$ cat config.mk
export PLATFORM = sky130hd
export DESIGN_NAME = phy_indirect_seq
export DESIGN_NICKNAME = d
export VERILOG_FILES = /design/src/rtl/phy_seq_pkg.sv /design/src/rtl/phy_req_check.sv /design/src/rtl/phy_addr_enc.sv /design/src/rtl/phy_seq_fsm.sv /design/src/rtl/phy_indirect_seq.sv
export SDC_FILE = /design/constraint.sdc
export NUM_CORES = 1
export LEC_CHECK = 0
export ABC_AREA = 1
export BUFFER_PORTS_ARGS = -buffer_cell sky130_fd_sc_hd__buf_4
export CAP_MARGIN = 5
export CORE_MARGIN = 5
export CORE_UTILIZATION = 56
export CTS_BUF_LIST = sky130_fd_sc_hd__clkbuf_4
export DETAILED_ROUTE_END_ITERATION = 12
export PLACE_DENSITY = 0.88
export SYNTH_ARGS = -nofsm -noshare
export SYNTH_HDL_FRONTEND = slang
export SYNTH_SLANG_ARGS = --single-unit
$ cat constraint.sdc
create_clock -name clk -period 4.55 [get_ports clk]
set_clock_uncertainty 0.15 [all_clocks]
set_input_delay 0.6825 -clock clk [delete_from_list [all_inputs] [get_ports clk]]
set_output_delay 0.6825 -clock clk [all_outputs]
set_load 0.1 [all_outputs]
$ cat src/rtl/phy_seq_pkg.sv
package phy_seq_pkg;
    typedef enum logic [2:0] {
        S_IDLE,
        S_CTRL,
        S_ADDR,
        S_DATA,
        S_DONE
    } seq_state_t;

    localparam logic [15:0] DEF_CTRL_ADDR = 16'h8028;
    localparam logic [15:0] DEF_DATA_ADDR = 16'h8029;
    localparam logic [15:0] DEF_ENC_BASE  = 16'h8000;
endpackage

$ cat src/rtl/phy_req_check.sv
module phy_req_check #(
    parameter int PHY_W    = 5,
    parameter int PAGE_W   = 4,
    parameter int REG_W    = 6,
    parameter int MAX_PHY  = 4,
    parameter int MAX_PAGE = 7,
    parameter int MAX_REG  = 31
) (
    input  logic [PHY_W-1:0]  phy,
    input  logic [PAGE_W-1:0] page,
    input  logic [REG_W-1:0]  regi,
    input  logic              page_used,
    output logic              ok
);
    logic phy_ok, page_ok, reg_ok;

    always_comb begin
        phy_ok  = (phy <= PHY_W'(MAX_PHY));
        page_ok = !page_used || (page <= PAGE_W'(MAX_PAGE));
        reg_ok  = (regi <= REG_W'(MAX_REG));
        ok      = phy_ok && page_ok && reg_ok;
    end
endmodule

$ cat src/rtl/phy_addr_enc.sv
module phy_addr_enc #(
    parameter int          PHY_W      = 5,
    parameter int          PAGE_W     = 4,
    parameter int          REG_W      = 6,
    parameter int          ADDR_W     = 16,
    parameter int          PHY_SHIFT  = 9,
    parameter int          PAGE_SHIFT = 5,
    parameter int          PAGE_BITS  = 3,
    parameter int          REG_BITS   = 5,
    parameter logic [15:0] ENC_BASE   = 16'h8000
) (
    input  logic [PHY_W-1:0]  phy,
    input  logic [PAGE_W-1:0] page,
    input  logic [REG_W-1:0]  regi,
    output logic [ADDR_W-1:0] addr
);
    logic [ADDR_W-1:0] phy_sel, page_fld, reg_fld;

    always_comb begin
        phy_sel  = ADDR_W'(1) << (32'(phy) + PHY_SHIFT);
        page_fld = ADDR_W'(page[PAGE_BITS-1:0]) << PAGE_SHIFT;
        reg_fld  = ADDR_W'(regi[REG_BITS-1:0]);
        addr     = ADDR_W'(ENC_BASE) | phy_sel | page_fld | reg_fld;
    end
endmodule

$ cat src/rtl/phy_seq_fsm.sv
module phy_seq_fsm
    import phy_seq_pkg::*;
#(
    parameter int          DATA_W    = 16,
    parameter int          ADDR_W    = 16,
    parameter int          PHY_SHIFT = 9,
    parameter int          MAX_PHY   = 4,
    parameter logic [15:0] CTRL_ADDR = 16'h8028,
    parameter logic [15:0] DATA_ADDR = 16'h8029
) (
    input  logic              clk,
    input  logic              rst_n,
    input  logic              req_valid,
    input  logic              req_write,
    input  logic              req_bus_mode,
    input  logic [DATA_W-1:0] req_wdata,
    input  logic              arg_ok,
    input  logic [ADDR_W-1:0] enc_addr,
    output logic              busy,
    output logic              done,
    output logic              err,
    output logic [DATA_W-1:0] rdata,
    output logic              bus_req,
    output logic              bus_write,
    output logic [ADDR_W-1:0] bus_addr,
    output logic [DATA_W-1:0] bus_wdata,
    input  logic              bus_done,
    input  logic              bus_err,
    input  logic [DATA_W-1:0] bus_rdata
);
    localparam logic [DATA_W-1:0] ALL_ONES = '1;

    seq_state_t        st, st_n;
    logic              lat_write, lat_bus, in_flush, flush_n;
    logic [DATA_W-1:0] lat_wdata, rdata_r, rdata_n;
    logic [ADDR_W-1:0] lat_addr;
    logic              err_r, err_n, do_abort, cur_write;

    assign cur_write = lat_write && !in_flush;

    // next-state process
    always_comb begin
        st_n     = st;
        err_n    = err_r;
        rdata_n  = rdata_r;
        flush_n  = in_flush;
        do_abort = 1'b0;
        unique case (st)
            S_IDLE: begin
                if (req_valid) begin
                    flush_n = 1'b0;
                    if (!arg_ok) begin
                        err_n   = 1'b1;
                        rdata_n = (req_bus_mode && !req_write) ? ALL_ONES : '0;
                        st_n    = S_DONE;
                    end else begin
                        err_n   = 1'b0;
                        rdata_n = '0;
                        st_n    = S_CTRL;
                    end
                end
            end
            S_CTRL: begin
                if (bus_done) begin
                    if (bus_err) do_abort = 1'b1;
                    else         st_n = S_ADDR;
                end
            end
            S_ADDR: begin
                if (bus_done) begin
                    if (bus_err) begin
                        do_abort = 1'b1;
                    end else if (cur_write) begin
                        if (lat_bus) begin
                            flush_n = 1'b1;
                            st_n    = S_CTRL;
                        end else begin
                            st_n = S_DONE;
                        end
                    end else begin
                        st_n = S_DATA;
                    end
                end
            end
            S_DATA: begin
                if (bus_done) begin
                    if (in_flush) begin
                        st_n = S_DONE;
                    end else if (bus_err) begin
                        do_abort = 1'b1;
                    end else begin
                        rdata_n = bus_rdata;
                        st_n    = S_DONE;
                    end
                end
            end
            S_DONE:  st_n = S_IDLE;
            default: st_n = S_IDLE;
        endcase

        if (do_abort) begin
            if (in_flush) begin
                st_n = S_DONE;
            end else begin
                err_n = 1'b1;
                if (!lat_write && lat_bus) rdata_n = ALL_ONES;
                if (lat_write && lat_bus) begin
                    flush_n = 1'b1;
                    st_n    = S_CTRL;
                end else begin
                    st_n = S_DONE;
                end
            end
        end
    end

    // state register
    always_ff @(posedge clk) begin
        if (!rst_n) begin
            st        <= S_IDLE;
            lat_write <= 1'b0;
            lat_bus   <= 1'b0;
            lat_wdata <= '0;
            lat_addr  <= '0;
            in_flush  <= 1'b0;
            err_r     <= 1'b0;
            rdata_r   <= '0;
        end else begin
            st       <= st_n;
            in_flush <= flush_n;
            err_r    <= err_n;
            rdata_r  <= rdata_n;
            if (st == S_IDLE && req_valid) begin
                lat_write <= req_write;
                lat_bus   <= req_bus_mode;
                lat_wdata <= req_wdata;
                lat_addr  <= enc_addr;
            end
        end
    end

    // output process
    always_comb begin
        busy      = (st != S_IDLE);
        done      = (st == S_DONE);
        err       = err_r;
        rdata     = rdata_r;
        bus_req   = 1'b0;
        bus_write = 1'b1;
        bus_addr  = '0;
        bus_wdata = '0;
        unique case (st)
            S_CTRL: begin
                bus_req   = 1'b1;
                bus_addr  = ADDR_W'(CTRL_ADDR);
                bus_wdata = DATA_W'(!cur_write);
            end
            S_ADDR: begin
                bus_req   = 1'b1;
                bus_addr  = lat_addr;
                bus_wdata = cur_write ? lat_wdata : '0;
            end
            S_DATA: begin
                bus_req   = 1'b1;
                bus_write = 1'b0;
                bus_addr  = ADDR_W'(DATA_ADDR);
            end
            default: ;
        endcase
    end

    a_r1_reject_quiet: assert property (@(posedge clk) disable iff (!rst_n)
        (st == S_IDLE && req_valid && !arg_ok) |=> (done && err && !bus_req));

    a_r2_ctrl_first: assert property (@(posedge clk) disable iff (!rst_n)
        (st == S_IDLE && req_valid && arg_ok) |=>
            (bus_req && bus_write && bus_addr == ADDR_W'(CTRL_ADDR)));

    a_r3_onehot_phy: assert property (@(posedge clk) disable iff (!rst_n)
        (st == S_ADDR) |->
            (bus_addr[ADDR_W-1] && $countones(bus_addr[PHY_SHIFT+MAX_PHY:PHY_SHIFT]) == 1));

    a_r5_read_abort: assert property (@(posedge clk) disable iff (!rst_n)
        (bus_req && bus_done && bus_err && !lat_write && !in_flush) |=> (done && err));

    a_r6_fail_ones: assert property (@(posedge clk) disable iff (!rst_n)
        (done && err && lat_bus && !lat_write) |-> (rdata == ALL_ONES));

    a_r9_hold: assert property (@(posedge clk) disable iff (!rst_n)
        (bus_req && !bus_done) |=>
            (bus_req && $stable(bus_addr) && $stable(bus_wdata) && $stable(bus_write)));

    a_r10_done_pulse: assert property (@(posedge clk) disable iff (!rst_n)
        done |=> (!done && !busy));
endmodule

$ cat src/rtl/phy_indirect_seq.sv
module phy_indirect_seq
    import phy_seq_pkg::*;
#(
    parameter int          PHY_W      = 5,
    parameter int          PAGE_W     = 4,
    parameter int          REG_W      = 6,
    parameter int          DATA_W     = 16,
    parameter int          ADDR_W     = 16,
    parameter int          MAX_PHY    = 4,
    parameter int          MAX_PAGE   = 7,
    parameter int          MAX_REG    = 31,
    parameter int          PHY_SHIFT  = 9,
    parameter int          PAGE_SHIFT = 5,
    parameter logic [15:0] CTRL_ADDR  = DEF_CTRL_ADDR,
    parameter logic [15:0] DATA_ADDR  = DEF_DATA_ADDR,
    parameter logic [15:0] ENC_BASE   = DEF_ENC_BASE
) (
    input  logic              clk,
    input  logic              rst_n,
    input  logic              req_valid,
    input  logic              req_write,
    input  logic              req_bus_mode,
    input  logic [PHY_W-1:0]  req_phy,
    input  logic [PAGE_W-1:0] req_page,
    input  logic [REG_W-1:0]  req_reg,
    input  logic [DATA_W-1:0] req_wdata,
    output logic              busy,
    output logic              done,
    output logic              err,
    output logic [DATA_W-1:0] rdata,
    output logic              bus_req,
    output logic              bus_write,
    output logic [ADDR_W-1:0] bus_addr,
    output logic [DATA_W-1:0] bus_wdata,
    input  logic              bus_done,
    input  logic              bus_err,
    input  logic [DATA_W-1:0] bus_rdata
);
    localparam int PAGE_BITS = $clog2(MAX_PAGE + 1);
    localparam int REG_BITS  = $clog2(MAX_REG + 1);

    logic              arg_ok;
    logic [PAGE_W-1:0] eff_page;
    logic [ADDR_W-1:0] enc_addr;

    assign eff_page = req_bus_mode ? '0 : req_page;

    phy_req_check #(
        .PHY_W(PHY_W), .PAGE_W(PAGE_W), .REG_W(REG_W),
        .MAX_PHY(MAX_PHY), .MAX_PAGE(MAX_PAGE), .MAX_REG(MAX_REG)
    ) u_chk (
        .phy(req_phy), .page(req_page), .regi(req_reg),
        .page_used(!req_bus_mode), .ok(arg_ok)
    );

    phy_addr_enc #(
        .PHY_W(PHY_W), .PAGE_W(PAGE_W), .REG_W(REG_W), .ADDR_W(ADDR_W),
        .PHY_SHIFT(PHY_SHIFT), .PAGE_SHIFT(PAGE_SHIFT),
        .PAGE_BITS(PAGE_BITS), .REG_BITS(REG_BITS), .ENC_BASE(ENC_BASE)
    ) u_enc (
        .phy(req_phy), .page(eff_page), .regi(req_reg), .addr(enc_addr)
    );

    phy_seq_fsm #(
        .DATA_W(DATA_W), .ADDR_W(ADDR_W), .PHY_SHIFT(PHY_SHIFT),
        .MAX_PHY(MAX_PHY), .CTRL_ADDR(CTRL_ADDR), .DATA_ADDR(DATA_ADDR)
    ) u_fsm (
        .clk(clk), .rst_n(rst_n),
        .req_valid(req_valid), .req_write(req_write),
        .req_bus_mode(req_bus_mode), .req_wdata(req_wdata),
        .arg_ok(arg_ok), .enc_addr(enc_addr),
        .busy(busy), .done(done), .err(err), .rdata(rdata),
        .bus_req(bus_req), .bus_write(bus_write),
        .bus_addr(bus_addr), .bus_wdata(bus_wdata),
        .bus_done(bus_done), .bus_err(bus_err), .bus_rdata(bus_rdata)
    );
endmodule

Word level (Yosys, flattened, before mapping)
Cells that the tools add are included.

Output and inout bits: 53. Logic and storage cells: 93. Input bits: 54. Flip-flop bits (word level): 55.

Reductions and logical operators: 17. Bitwise logic cells: 2. Order comparisons: 3. Muxes and demuxes: 50. $add $sub $neg: 1. Equality and inequality tests: 11. Shifts and indexed selects: 1.

Operators by type and width (count): $mux 16 (10); $pmux 16 s2 (2); $pmux 16 s3 (1); $mux 3 (15); $shl 1x32->15 const A (1); $mux 1 (19); $ne 3x2->1 const B (6); $or 16x5->16 (1); $or 16x8->16 (1); $pmux 3 s4 (1); $logic_and 1x1->1 (7); $reduce_and 7->1 (1); $add 5x4->6 const B (1); $eq 3x2->1 const B (2); $le 6x5->1 const B (1); $le 5x3->1 const B (1); $le 4x3->1 const B (1); $logic_not 1->1 (4); $ne 4x2->1 const B (1); $pmux 1 s2 (2); $eq 3x1->1 const B (1); $eq 3x3->1 const B (1); $logic_not 3->1 (1); $reduce_bool 3->1 (1); other kinds (3) (3).

Longest topological paths before layout
Depth after elaboration: 10. Mapped depth: 11.

Modules after synthesis
Synthesis repeated with hierarchy kept, for this count alone.

Cell total of the unflattened synthesis: 516. Area, all modules: 3196.8 um2.

By module, submodules not included: phy_seq_fsm (cells each 443, area an instance 2874.0 um2, instances 1); phy_addr_enc (cells each 56, area an instance 257.7 um2, instances 1); phy_indirect_seq (cells each 9, area an instance 33.8 um2, instances 1); phy_req_check (cells each 8, area an instance 31.3 um2, instances 1).

Worst setup path after synthesis
Ideal clock, no wire load.

Kind: register to output. From: register u_fsm.lat_write. To: output bus_wdata[11]. Path slack: 0.746 ns. Data required time: 3.717 ns. Cell stages (with the launch flop): 6. Arrival time: 2.971 ns. Path through: dfxtp_1 -> inv_1 -> nor2_1 -> inv_1 -> clkbuf_1 -> nor3_1.

Longest elaborated chain between the ends: 3.

RTL lines: from (decl) (RTL line phy_seq_fsm.sv:34) `logic lat_write, lat_bus, in_flush, flush_n;`; from (signal assigned) (RTL line phy_seq_fsm.sv:134) `lat_write <= req_write;`; $logic_and 1x1->1 (RTL line phy_seq_fsm.sv:39) `assign cur_write = lat_write && !in_flush;`; $mux 16 (RTL line phy_seq_fsm.sv:161) `bus_wdata = cur_write ? lat_wdata : '0;`; $pmux 16 s2 (RTL line phy_seq_fsm.sv:152) `unique case (st)`; to (decl) (RTL line phy_indirect_seq.sv:34) `output logic [DATA_W-1:0] bus_wdata,`.

Every way passes these cells.

Worst setup path in the final report
From: register u_fsm.st[2]. To: output bus_wdata[1].

Longest elaborated chain between the ends: 2.

RTL lines: from (decl) (RTL line phy_seq_fsm.sv:33) `seq_state_t st, st_n;`; from (signal assigned) (RTL line phy_seq_fsm.sv:129) `st <= st_n;`; $eq 3x2->1 / $eq 3x1->1 (equally long branches) (RTL line phy_seq_fsm.sv:152); $pmux 16 s2 (*) (RTL line phy_seq_fsm.sv:152).

Mark *: on every way between the ends. The rest lies on a longest branch, timed or not.

==> out/metrics.yaml <==
logic_synthesis:
  yosysWarnings: 0
  mappedNetlistArea_sq_um: 3050
  post_synth_xor_area_fraction_pct: 0.287
  ys_seq_elements: 55
  synth_compound_area_share_pct: 13.5
  postSynthCellCount: 469
  synth_fa_ha_area_share_pct: 0.820
  muxShareOfSynthArea_pct: 0
  synth-simple-area-share_pct: 37.7
  synth_cell_type_count: 32
  synth_top_family_by_area: "simple AND/OR/NAND/NOR gates"
  seq_area_frac_synth_pct: 36.1
  syn_nets: 525
  synth.avg_cell_area_sq_um: 6.51
floorplan:
  rows: 26
  die_y_um: 83.8
  start_util_pct: 58.6
  io_pins: 107
  die_w_um: 83.8
  core_sq_um: 5200
  dieArea_sq_um: 7030
routing:
  wl_met1_um: 3510
  wl_met3_um: 637
  first_pass_iters: 5
  wl_per_cell_um: 13.5
  vias_per_cell: 5.28
  wl_um: 8510
  first_iter_violations: 292
  vias: 3317
  wl_met2_um: 4270
  top_layer: "met4"
  drc: 0
  ant_nets: 0
worst_setup_path:
  slowest_stage: "nand2_1"
  critPathKind: "flop to output port"
  critical-path-top-delay-family: "simple AND/OR/NAND/NOR gates"
  crit_required_ns: 3.72
  worst-path-buf-inv: 3
  crit_arrival_ns: 2.36
  reg2regPathDepth: 9
  cp-end-kind: "output port"
  crit_fanout: 29
  crit_chain: "inv_2, nand2_2, inv_1, nand2_1, nor3_1, buf_4"
  path_depth: 6
  worstSetupStartpointType: "flop"
  crit_path_max_incr_delay_ns: 0.55
clocking:
  path_clk_slew_ns: 0.15
  cts_tree: "built"
  cts_made_buffers: 5
  cts-root-buf: "clkbuf_4"
  cts_resized: 0
  clock-sinks: 55
  cts_hold_buf: 0
  post_cts_buffers: 0
  worstSkewPairLatency_ns: 0.38
  cts-htree-levels: 2
  clock_path_buffers: 2
global_routing:
  grt_pass1_vias: 3158
  track_usage_pct: 23.8
  gr-total-overflow: 0
  antenna_found_initial: 0
  grt_pass1_wl_um: 14100
  grt_max_degree: 58
power_and_ir_drop:
  power.density_nw_per_um2: 676
  ir_drop_mv: 0.345
  p_leak_nw: 1.86
timing:
  fmax_mhz: 314
  layout_min_cycle_time_ns: 3.19
  layout_worst_path_cycle_share_pct: 70.1
  finalMaxSlewViolations: 0
  setup_violations: 0
  hold_viol_final: 0
  grt_setup_unrepaired: "false"
  maxSlewHeadroom_pct: 30.2
  setup_ws_ns: 1.36
  setup_tns_ns: 0
  tightest_slew_ns: 1.04
finish:
  drive_gt1_share_pct: 27.4
  antennaDiodeCount: 0
  fin_nets: 614
  area_growth_pct: 27.0
placed_design:
  pre_cts_ws_ns: 1.58
  hpwl_um: 6220
  gp_congestion: 0.855
  port_buffers: 106
run_status:
  status: "finished clean"
job:
  maxCapViolations: 0
worst_hold_path:
  whs_path_depth: 2
  min_path_type: "flop to flop"
sequential cells by signal (all words and copies together) (netlist names):
register,count
u_fsm.lat_write,1
u_fsm.lat_addr,16
u_fsm.rdata,16
u_fsm.in_flush,1
u_fsm.st,3
u_fsm.err,1
u_fsm.lat_bus,1
u_fsm.lat_wdata,16
kinds of logic after synthesis:
| group | Yosys count |
|---|---|
| AOI/OAI and AO/OA | 76 |
| xor gates and xnor gates | 1 |
| adders and majority gates | 2 |
| buffers and inverters | 82 |
| DFF | 55 |
| and+or+nand+nor | 253 |
worst reg2reg max path: cells and delay by family, from the launching register on:
kind	cells	cell delay (ns)
flops	1	0.41
compound gates	1	0.12
simple gates	6	1.91
buf+inv	2	0.43
cell usage in the layout, fill, tap and decap left out, drive strengths merged:
| cell type | count |
|---|---|
| bufinv | 1 |
| dfxtp | 55 |
| o21ai | 22 |
| nand3b | 1 |
| xor2 | 1 |
| or2 | 17 |
| nor3 | 16 |
| clkinv | 1 |
| nand3 | 48 |
| nand4 | 1 |
| a21oi | 48 |
| inv | 57 |
| clkinvlp | 1 |
| ha | 2 |
| clkbuf | 5 |
| o211ai | 1 |
| nor2 | 65 |
| nand2 | 105 |
| a211oi | 3 |
| buf | 106 |
| a31oi | 1 |
| a21boi | 1 |
routing by layer:
metal  vias to the layer above  track usage (%)
met3                         8             5.13
met5                         -                0
met2                       145             41.5
li1                       1664                -
met4                         0             6.73
met1                      1500             29.4
through the flow:
step	hold slack [ns]	power, W	util (%)	instance area [sq um]	cells
floorplan	0.280	0.00204	-	3050	469
global placement	0.288	0.00230	73.0	3800	621
detailed placement	0.294	0.00234	73.0	3800	621
CTS	0.313	0.00261	74.5	3880	628
global route	0.338	0.00277	74.5	3880	628
finish	0.313	0.00262	74.5	3880	628
final timing paths:
| path | startpoint | to | slack [ns] |
|---|---|---|---|
| worst max-delay path | u_fsm.st[2] | bus_wdata[1] | 1.36 |
| worst min-delay path | u_fsm.lat_wdata[5] | u_fsm.lat_wdata[5] | 0.31 |
| worst max register to register | u_fsm.st[2] | u_fsm.lat_addr[8] | 1.46 |
| worst min register to register | u_fsm.lat_wdata[5] | u_fsm.lat_wdata[5] | 0.31 |
cells in the mapped netlist:
cell type  instances  area (sq um)
nand3b_1           1          7.51
nand2_4            1          11.3
or2_2             16           100
o21ai_0           22           110
nor2_4             2          22.5
ha_1               2          25.0
nor2_1            58           218
nor3_1            16          80.1
inv_2              5          18.8
a21oi_2            5          43.8
inv_4              1          6.26
xor2_1             1          8.76
nor2_8             1          20.0
inv_1             51           191
dfxtp_1           55          1100
clkbuf_1           9          33.8
buf_4              5          37.5
or2_0              1          6.26
a211oi_1           3          22.5
o211ai_1           1          7.51
nand4_1            1          6.26
nand2_2            4          25.0
buf_2              8          40.0
a21oi_1           43           215
nor2_2             4          25.0
nand3_1           47           235
buf_6              2          22.5
nand2_1          100           375
nand3_4            1          17.5
a31oi_1            1          6.26
clkinv_1           1          3.75
a21boi_0           1          7.51
report_power, final:
| part | leakage, nW | internal, W | switching, W |
|---|---|---|---|
| Combinational | 1.37 | 0.000364 | 0.00129 |
| Clock | 0.0373 | 0.000113 | 0.000155 |
| Sequential | 0.452 | 0.000612 | 0.0000834 |
cell type report:
type	instances	area (sq um)
Sequential cell	55	1100
Multi-Input combinational cell	332	1600
Timing Repair Buffer	106	796
Inverter	58	220
Clock inverter	2	37.5
Fill cell	431	1330
Clock buffer	5	37.5
Tap cell	70	87.6
(Power assumes the default switching activity.)
